### src/rtl/irq_redir_pkg.sv
package irq_redir_pkg;

    // Bus offsets
    localparam logic [7:0] OFF_SEL = 8'h00;
    localparam logic [7:0] OFF_WIN = 8'h10;
    localparam logic [7:0] OFF_EOI = 8'h40;

    // Indirect indexes
    localparam logic [7:0] IDX_ID  = 8'h00;
    localparam logic [7:0] IDX_VER = 8'h01;
    localparam logic [7:0] IDX_ARB = 8'h02;
    localparam logic [7:0] IDX_TBL = 8'h10;

    typedef enum logic [2:0] {
        K_NONE,
        K_ID,
        K_VER,
        K_ARB,
        K_ENT
    } win_kind_e;

    // One redirection entry, MSB first (bit positions are software-visible)
    typedef struct packed {
        logic [7:0]  dest;      // 63:56
        logic [38:0] rsvd;      // 55:17
        logic        mask;      // 16
        logic        level;     // 15
        logic        in_svc;    // 14
        logic        pol;       // 13
        logic        dstat;     // 12
        logic        dmode;     // 11
        logic [2:0]  dlv;       // 10:8
        logic [7:0]  vec;       // 7:0
    } rte_t;

    typedef struct packed {
        logic [7:0] sel;
        logic [3:0] id;
    } ctl_t;

    localparam rte_t RTE_RESET = '{mask: 1'b1, default: '0};

endpackage

### src/rtl/irq_line_sense.sv
module irq_line_sense #(
    parameter int NUM_PINS = 24
) (
    input  logic                clk,
    input  logic                rst_n,
    input  logic [NUM_PINS-1:0] irq_in,
    input  logic [NUM_PINS-1:0] pol,
    output logic [NUM_PINS-1:0] asserted,
    output logic [NUM_PINS-1:0] rise
);

    logic [NUM_PINS-1:0] line_d, line_q;

    for (genvar g = 0; g < NUM_PINS; g++) begin : g_pin
        // polarity 1 means the pin is active low
        assign asserted[g] = irq_in[g] ^ pol[g];
        assign rise[g]     = asserted[g] & ~line_q[g];
    end

    always_comb begin
        line_d = asserted;
    end

    always_ff @(posedge clk) begin
        if (!rst_n) line_q <= '0;
        else        line_q <= line_d;
    end

endmodule

### src/rtl/irq_lowest_pick.sv
module irq_lowest_pick #(
    parameter int NUM_PINS = 24,
    parameter int PIN_W    = 5
) (
    input  logic [NUM_PINS-1:0] req,
    output logic                gnt_valid,
    output logic [PIN_W-1:0]    gnt_idx
);

    always_comb begin
        gnt_idx = '0;
        for (int i = NUM_PINS - 1; i >= 0; i--) begin
            if (req[i]) gnt_idx = PIN_W'(i);
        end
        gnt_valid = |req;
    end

endmodule

### src/rtl/irq_redir_decode.sv
module irq_redir_decode
    import irq_redir_pkg::*;
#(
    parameter int NUM_PINS = 24,
    parameter int PIN_W    = 5
) (
    input  logic [7:0]       sel,
    output win_kind_e        kind,
    output logic [PIN_W-1:0] ent_idx,
    output logic             ent_hi
);

    logic [7:0] off;
    logic [6:0] num;
    logic       unused_off;

    always_comb begin
        off    = sel - IDX_TBL;
        num    = off[7:1];
        ent_hi = sel[0];
        ent_idx = num[PIN_W-1:0];
        kind   = K_NONE;
        case (sel)
            IDX_ID:  kind = K_ID;
            IDX_VER: kind = K_VER;
            IDX_ARB: kind = K_ARB;
            default: begin
                if (sel >= IDX_TBL && int'(num) < NUM_PINS) kind = K_ENT;
            end
        endcase
    end

    assign unused_off = off[0];

endmodule

### src/rtl/irq_redir_ctrl.sv
module irq_redir_ctrl
    import irq_redir_pkg::*;
#(
    parameter int         NUM_PINS = 24,
    parameter logic [7:0] VERSION  = 8'h20,
    localparam int        PIN_W    = (NUM_PINS > 1) ? $clog2(NUM_PINS) : 1
) (
    input  logic                clk,
    input  logic                rst_n,
    input  logic                bus_wr,
    input  logic [7:0]          bus_addr,
    input  logic [31:0]         bus_wdata,
    output logic [31:0]         bus_rdata,
    input  logic [NUM_PINS-1:0] irq_in,
    output logic                dlv_valid,
    input  logic                dlv_ready,
    output logic [PIN_W-1:0]    dlv_pin,
    output logic [7:0]          dlv_vector,
    output logic [2:0]          dlv_mode,
    output logic                dlv_dest_mode,
    output logic [7:0]          dlv_dest,
    output logic                dlv_level
);

    localparam logic [7:0]  ENTRIES_M1 = 8'(NUM_PINS - 1);
    localparam logic [31:0] VER_WORD   = {8'h00, ENTRIES_M1, 8'h00, VERSION};

    // State
    ctl_t                ctl_d, ctl_q;
    rte_t                tbl_d [NUM_PINS];
    rte_t                tbl_q [NUM_PINS];
    logic [NUM_PINS-1:0] pend_d, pend_q;

    // Helpers
    logic [NUM_PINS-1:0] pol_v, asserted, rise;
    win_kind_e           kind;
    logic [PIN_W-1:0]    ent_idx, gnt_idx;
    logic                ent_hi, gnt_valid;
    logic                win_wr, eoi_wr;
    rte_t                win_ent, gnt_ent;
    logic [7:0]          sel_cur;
    logic                unused_wdata;

    for (genvar g = 0; g < NUM_PINS; g++) begin : g_pol
        assign pol_v[g] = tbl_q[g].pol;
    end

    irq_line_sense #(.NUM_PINS(NUM_PINS)) u_sense (
        .clk      (clk),
        .rst_n    (rst_n),
        .irq_in   (irq_in),
        .pol      (pol_v),
        .asserted (asserted),
        .rise     (rise)
    );

    irq_redir_decode #(.NUM_PINS(NUM_PINS), .PIN_W(PIN_W)) u_dec (
        .sel     (ctl_q.sel),
        .kind    (kind),
        .ent_idx (ent_idx),
        .ent_hi  (ent_hi)
    );

    irq_lowest_pick #(.NUM_PINS(NUM_PINS), .PIN_W(PIN_W)) u_pick (
        .req       (pend_q),
        .gnt_valid (gnt_valid),
        .gnt_idx   (gnt_idx)
    );

    assign win_wr  = bus_wr && (bus_addr == OFF_WIN);
    assign eoi_wr  = bus_wr && (bus_addr == OFF_EOI);
    assign sel_cur = ctl_q.sel;
    assign unused_wdata = ^bus_wdata[23:17];

    // Next-state computation
    always_comb begin
        rte_t e;
        logic raise;

        ctl_d  = ctl_q;
        tbl_d  = tbl_q;
        pend_d = pend_q;

        // accepted request leaves the pending set
        if (gnt_valid && dlv_ready) pend_d[gnt_idx] = 1'b0;

        // index register
        if (bus_wr && bus_addr == OFF_SEL) ctl_d.sel = bus_wdata[7:0];

        // only index 0 takes the ID; index 1 and 2 ignore writes
        if (win_wr && kind == K_ID) ctl_d.id = bus_wdata[27:24];

        for (int i = 0; i < NUM_PINS; i++) begin
            e     = tbl_q[i];
            raise = 1'b0;

            if (win_wr && kind == K_ENT && int'(ent_idx) == i) begin
                if (ent_hi) begin
                    // upper word holds only the destination
                    e.dest = bus_wdata[31:24];
                end else begin
                    // in-service flag kept, delivery status forced low
                    e.vec   = bus_wdata[7:0];
                    e.dlv   = bus_wdata[10:8];
                    e.dmode = bus_wdata[11];
                    e.dstat = 1'b0;
                    e.pol   = bus_wdata[13];
                    e.level = bus_wdata[15];
                    e.mask  = bus_wdata[16];
                    // post-write resolution with the new polarity
                    if (!e.level) begin
                        e.in_svc = 1'b0;
                    end else if (!e.mask && !e.in_svc && (irq_in[i] ^ e.pol)) begin
                        e.in_svc = 1'b1;
                        raise    = 1'b1;
                    end
                end
            end

            // EOI by vector
            if (eoi_wr && e.vec == bus_wdata[7:0]) begin
                e.in_svc = 1'b0;
                if (e.level && !e.mask && asserted[i]) begin
                    e.in_svc = 1'b1;
                    raise    = 1'b1;
                end
            end

            // rising assertion
            if (rise[i] && !e.mask) begin
                if (!e.level) begin
                    raise = 1'b1;
                end else if (!e.in_svc) begin
                    e.in_svc = 1'b1;
                    raise    = 1'b1;
                end
            end

            tbl_d[i] = e;
            if (raise) pend_d[i] = 1'b1;
        end
    end

    always_ff @(posedge clk) begin
        if (!rst_n) begin
            ctl_q  <= '0;
            pend_q <= '0;
            for (int i = 0; i < NUM_PINS; i++) tbl_q[i] <= RTE_RESET;
        end else begin
            ctl_q  <= ctl_d;
            pend_q <= pend_d;
            for (int i = 0; i < NUM_PINS; i++) tbl_q[i] <= tbl_d[i];
        end
    end

    // Read path
    always_comb begin
        win_ent = tbl_q[ent_idx];
        bus_rdata = '0;
        case (bus_addr)
            OFF_SEL: bus_rdata = {24'h0, ctl_q.sel};
            OFF_WIN: begin
                case (kind)
                    K_ID, K_ARB: bus_rdata = {4'h0, ctl_q.id, 24'h0};
                    K_VER:       bus_rdata = VER_WORD;
                    K_ENT:       bus_rdata = ent_hi ? {win_ent.dest, 24'h0}
                                                    : {15'h0, win_ent[16:0]};
                    default:     bus_rdata = '0;
                endcase
            end
            default: bus_rdata = '0;
        endcase
    end

    // Delivery port
    assign gnt_ent       = tbl_q[gnt_idx];
    assign dlv_valid     = gnt_valid;
    assign dlv_pin       = gnt_idx;
    assign dlv_vector    = gnt_ent.vec;
    assign dlv_mode      = gnt_ent.dlv;
    assign dlv_dest_mode = gnt_ent.dmode;
    assign dlv_dest      = gnt_ent.dest;
    assign dlv_level     = gnt_ent.level;

endmodule

### config.mk
export PLATFORM = sky130hd
export DESIGN_NAME = irq_redir_ctrl
export DESIGN_NICKNAME = d
export VERILOG_FILES = /design/src/rtl/irq_redir_pkg.sv /design/src/rtl/irq_line_sense.sv /design/src/rtl/irq_lowest_pick.sv /design/src/rtl/irq_redir_decode.sv /design/src/rtl/irq_redir_ctrl.sv
export SDC_FILE = /design/constraint.sdc
export NUM_CORES = 2
export LEC_CHECK = 0
export BUFFER_PORTS_ARGS = -buffer_cell sky130_fd_sc_hd__buf_2
export CORE_MARGIN = 2
export CORE_UTILIZATION = 45
export DETAILED_ROUTE_END_ITERATION = 8
export GPL_ROUTABILITY_DRIVEN = 1
export SYNTH_ARGS = -nofsm -noshare
export SYNTH_HDL_FRONTEND = slang
export SYNTH_SLANG_ARGS = --single-unit
### constraint.sdc
create_clock -name clk -period 4.7 [get_ports clk]
set_input_delay 0.94 -clock clk [delete_from_list [all_inputs] [get_ports clk]]
set_output_delay 0.94 -clock clk [all_outputs]
set_load 0.01 [all_outputs]
==> results <==
- The clock passes through at most 3 buffers.
- The initial utilization of the core area, before any placement, comes to 0.453.
- The sequential cells in the finished layout cover a total of 0.0128 sq mm.
- The starting DRC count in detailed routing is 5973.
- Yosys instantiated no cell more often than nand2_1.
- The hold buffer count at CTS is 0.
- The post-synthesis instance area is 0.0357 sq mm.
- The detail-routed via count per cell is 6.70.
- The initialized floorplan defines 103 standard-cell rows.
- For this block, the via count after detailed routing is 37600.
- The worst path required time is 3.76 ns.
- The clock buffer count from CTS is 75.
- Clock-pin slew was measured on the worst setup and hold paths at 0.06 ns.
- Dividing total power by cell area gives a power density of 288 mW/mm^2.
- The clock net in this run drives a total of 636 sinks.
- After detailed routing, the wire length on met1 is 68100 um.
- The area of combinational cells with multiple inputs is 0.0220 sq mm.
- The via count of the first global-routing pass is 34100.
- The number of port buffers is 112.
- Each instance of the synthesized netlist takes up on average 8.10 sq um.
- The core area is 0.0787 sq mm.
- Counting every instance in the synthesized netlist gives 4404.
- The synthesis warning total is 0.
- The first global-routing pass estimated 243000 um of wire.
- The class of the tightest hold or removal check is reg -> reg.
- Ranked by total cell area, the synthesized netlist is headed by dfxtp_1, nand2_1, mux4_2.
- In this run the worst path has a maximum fanout of 23.
- The setup slack after layout is -0.132 ns.
- The final count of pins violating max slew is 0.
- The leakage power summed over all cells is 13.9 nW.
- The biggest area consumer among synthesized cells is dfxtp_1.
- In the final routed layout, each cell accounts on average for 30.6 um.
- The checks that failed: setup timing.
- The startpoint kind of the worst setup timing path is a flop.
- The highest metal layer with signal wires is met5.
- The H-tree was split into 3 levels.
- STA classifies the critical path endpoint as an output pin.
- Headroom to the max-slew limit came out at 0.146.
- Clock tree synthesis selected as its root buffer the cell clkbuf_16.
- TritonCTS built the clock tree.
- At the end of the flow, the number of nets in the layout was 4573.
- The die height is 286 um.
- Compared with the post-synthesis result, the final layout area differs by 16.2%.
- The number of nets with antenna violations after routing is 0.
- In the final layout, the share of cells above drive strength 1 is 0.168.
- The critical path in this run is classified as reg -> out.
- The flip-flop and latch count after synthesis is 636.
- Summed over all nets, wire length on met3 after detailed routing comes to 27200 um.
- The portion of synthesized cell area occupied by the leading cell type is 0.357.
- The most used flip-flop cell after synthesis is dfxtp_1.
- Sorting the synthesized cells by how often they occur yields nand2_1, dfxtp_1, a21oi_1.
- Derived from the worst setup path, the maximum achievable clock frequency is 207 MHz.
- Across the VDD grid, the largest voltage drop is 223 uV.
- The final-report hold violation count is 0.
- Detailed routing placed a total of 68700 um of wire on met2.
- Summed over all layers, the routed wires come to 172000 um.
- The HPWL after detailed placement is 122000 um.
- Counting flops with a built-in enable in the synthesized netlist gives 0.
- Global routing finished with a remaining overflow of 0.
- Adding up every negative setup slack in the final design gives -0.273 ns.
- Setup repair after global routing could not meet its margin everywhere.
- Entering global routing, the biggest net connects 146 pins.
- The number of remaining DRC errors is 0.
- The die extent in x is 286 um.
- The number of optimization iterations in the first detailed-route pass is 8.
- Synthesis instantiated 86 different standard cells from the library.
- The floorplan step defined a die boundary enclosing 0.0816 sq mm.
- For the pin with the worst max-slew slack, the measured transition is 1.28 ns.
- The initial antenna violation count is 7.
- At the end of the flow the core is filled with cells to 0.527.
- The number of maximum-capacitance violations is 0.
- The run finished, with violations left.
- Data on the critical path arrives at its endpoint at 3.89 ns.
- The fraction of synthesis flops using an asynchronous set or reset pin is 0.
- The worst clock skew on the final layout is 0.0281 ns.
- The count of filler cells inserted in the layout is 7436.
- The top-level I/O count is 127.
- The last weighted congestion value of the routability-driven placer is 1.04.
- The post-layout total power is 12.0 mW.
- The sequential area share after synthesis is 0.357.
- Setup violations remaining at the end of the flow were counted as 5.
- The final critical delay including setup and external delays is 4.83 ns.
- The post-route fraction of the period consumed by the critical path is 1.03.
- Across every metal layer, demand over resource in global routing totals 0.405.
- The worst-skew pair later-pin latency is 0.65 ns.
through the flow:
| step | cells | worst slack, ns | hold WS (ns) | instance area [sq um] |
|---|---|---|---|---|
| 6_report | 5613 | -0.132 | 0.464 | 41500 |
| 3_3_place_gp | 5446 | 0.291 | 0.449 | 38200 |
| 2_1_floorplan | 4408 | 0.608 | 0.421 | 35700 |
| 3_5_place_dp | 5446 | 0.286 | 0.450 | 38200 |
| 5_1_grt | 5612 | -0.0542 | 0.484 | 41500 |
| 4_1_cts | 5588 | -0.0352 | 0.458 | 41000 |
registers in the layout, indices dropped and copies added (netlist names):
signal,count
pol_v,24
ctl_q,4
pend_q,24
u_sense.line_q,24
sel_cur,8
tbl_q,552
critical path: stages (launching register included):
cell	delay, ns
dfxtp_1	0.61
nor2_1	0.18
and3_1	0.22
o21ai_1	0.32
a22o_4	0.24
bufbuf_16	0.38
nor2_1	0.07
a221o_1	0.30
a2111oi_4	0.32
buf_4	0.19
nand4_1	0.17
buf_2	0.21
final timing paths:
path	start	endpoint	slack, ns	depth (start not counted)
setup reg to reg	sel_cur[5]	pend_q[6]	0.54	9
hold / removal	tbl_q[446]	tbl_q[446]	0.46	2
setup / recovery	pend_q[2]	dlv_vector[4]	-0.13	11
hold reg to reg	tbl_q[446]	tbl_q[446]	0.46	2
layout make-up:
type                    count  area share
multi-input cells        3396       0.530
clock buffers             110      0.0523
inverters                  35     0.00335
diodes                      3    0.000181
well taps                1050      0.0317
flip-flops and latches    636       0.308
clock inverters            24     0.00694
repair buffers            359      0.0677
placed cells by master (no fill, tap or decap), drive strengths merged, types with 69 or more instances in the layout:
cell / instances
o21ai: 212
dfxtp: 636
o22ai: 74
a21oi: 583
xnor2: 173
nor2: 269
nand4: 69
mux4: 168
buf: 355
mux2i: 116
clkbuf: 112
nand2: 1036
repair_timing:
item | 4_1_cts | 5_1_grt
pin swaps | 7 | 13
gates cloned | 2 | 2
resized for setup | 36 | 46
endpoints found under the setup margin | 20 | 19
buffers inserted | 6 | 20
hold endpoints to repair | 0 | 0
where the power goes:
part           internal (mW)  switching (mW)  total (mW)
sequential              5.40         0.00700        5.41
combinational          0.135           0.401       0.536
clock                   3.49            2.54        6.02
kinds of logic (layout without fill, tap and decap cells):
group                      after synthesis  count (layout)  share of synthesized area
and+or+nand+nor                       1677            1677                      0.203
AOI/OAI and AO/OA                     1186            1186                      0.199
DFF                                    636             636                      0.357
buffers and inverters                  376             528                     0.0415
muxes                                  295             295                      0.142
xor gates and xnor gates               231             231                     0.0567
adders and majority gates                2               2                   0.000701
other                                    1               8                   0.000105
routing by layer:
layer	vias to the layer above	track usage
li1	16000	-
met1	18200	0.570
met2	2956	0.558
met3	446	0.145
met4	4	0.170
met5	-	0
(Power assumes the default switching activity.)
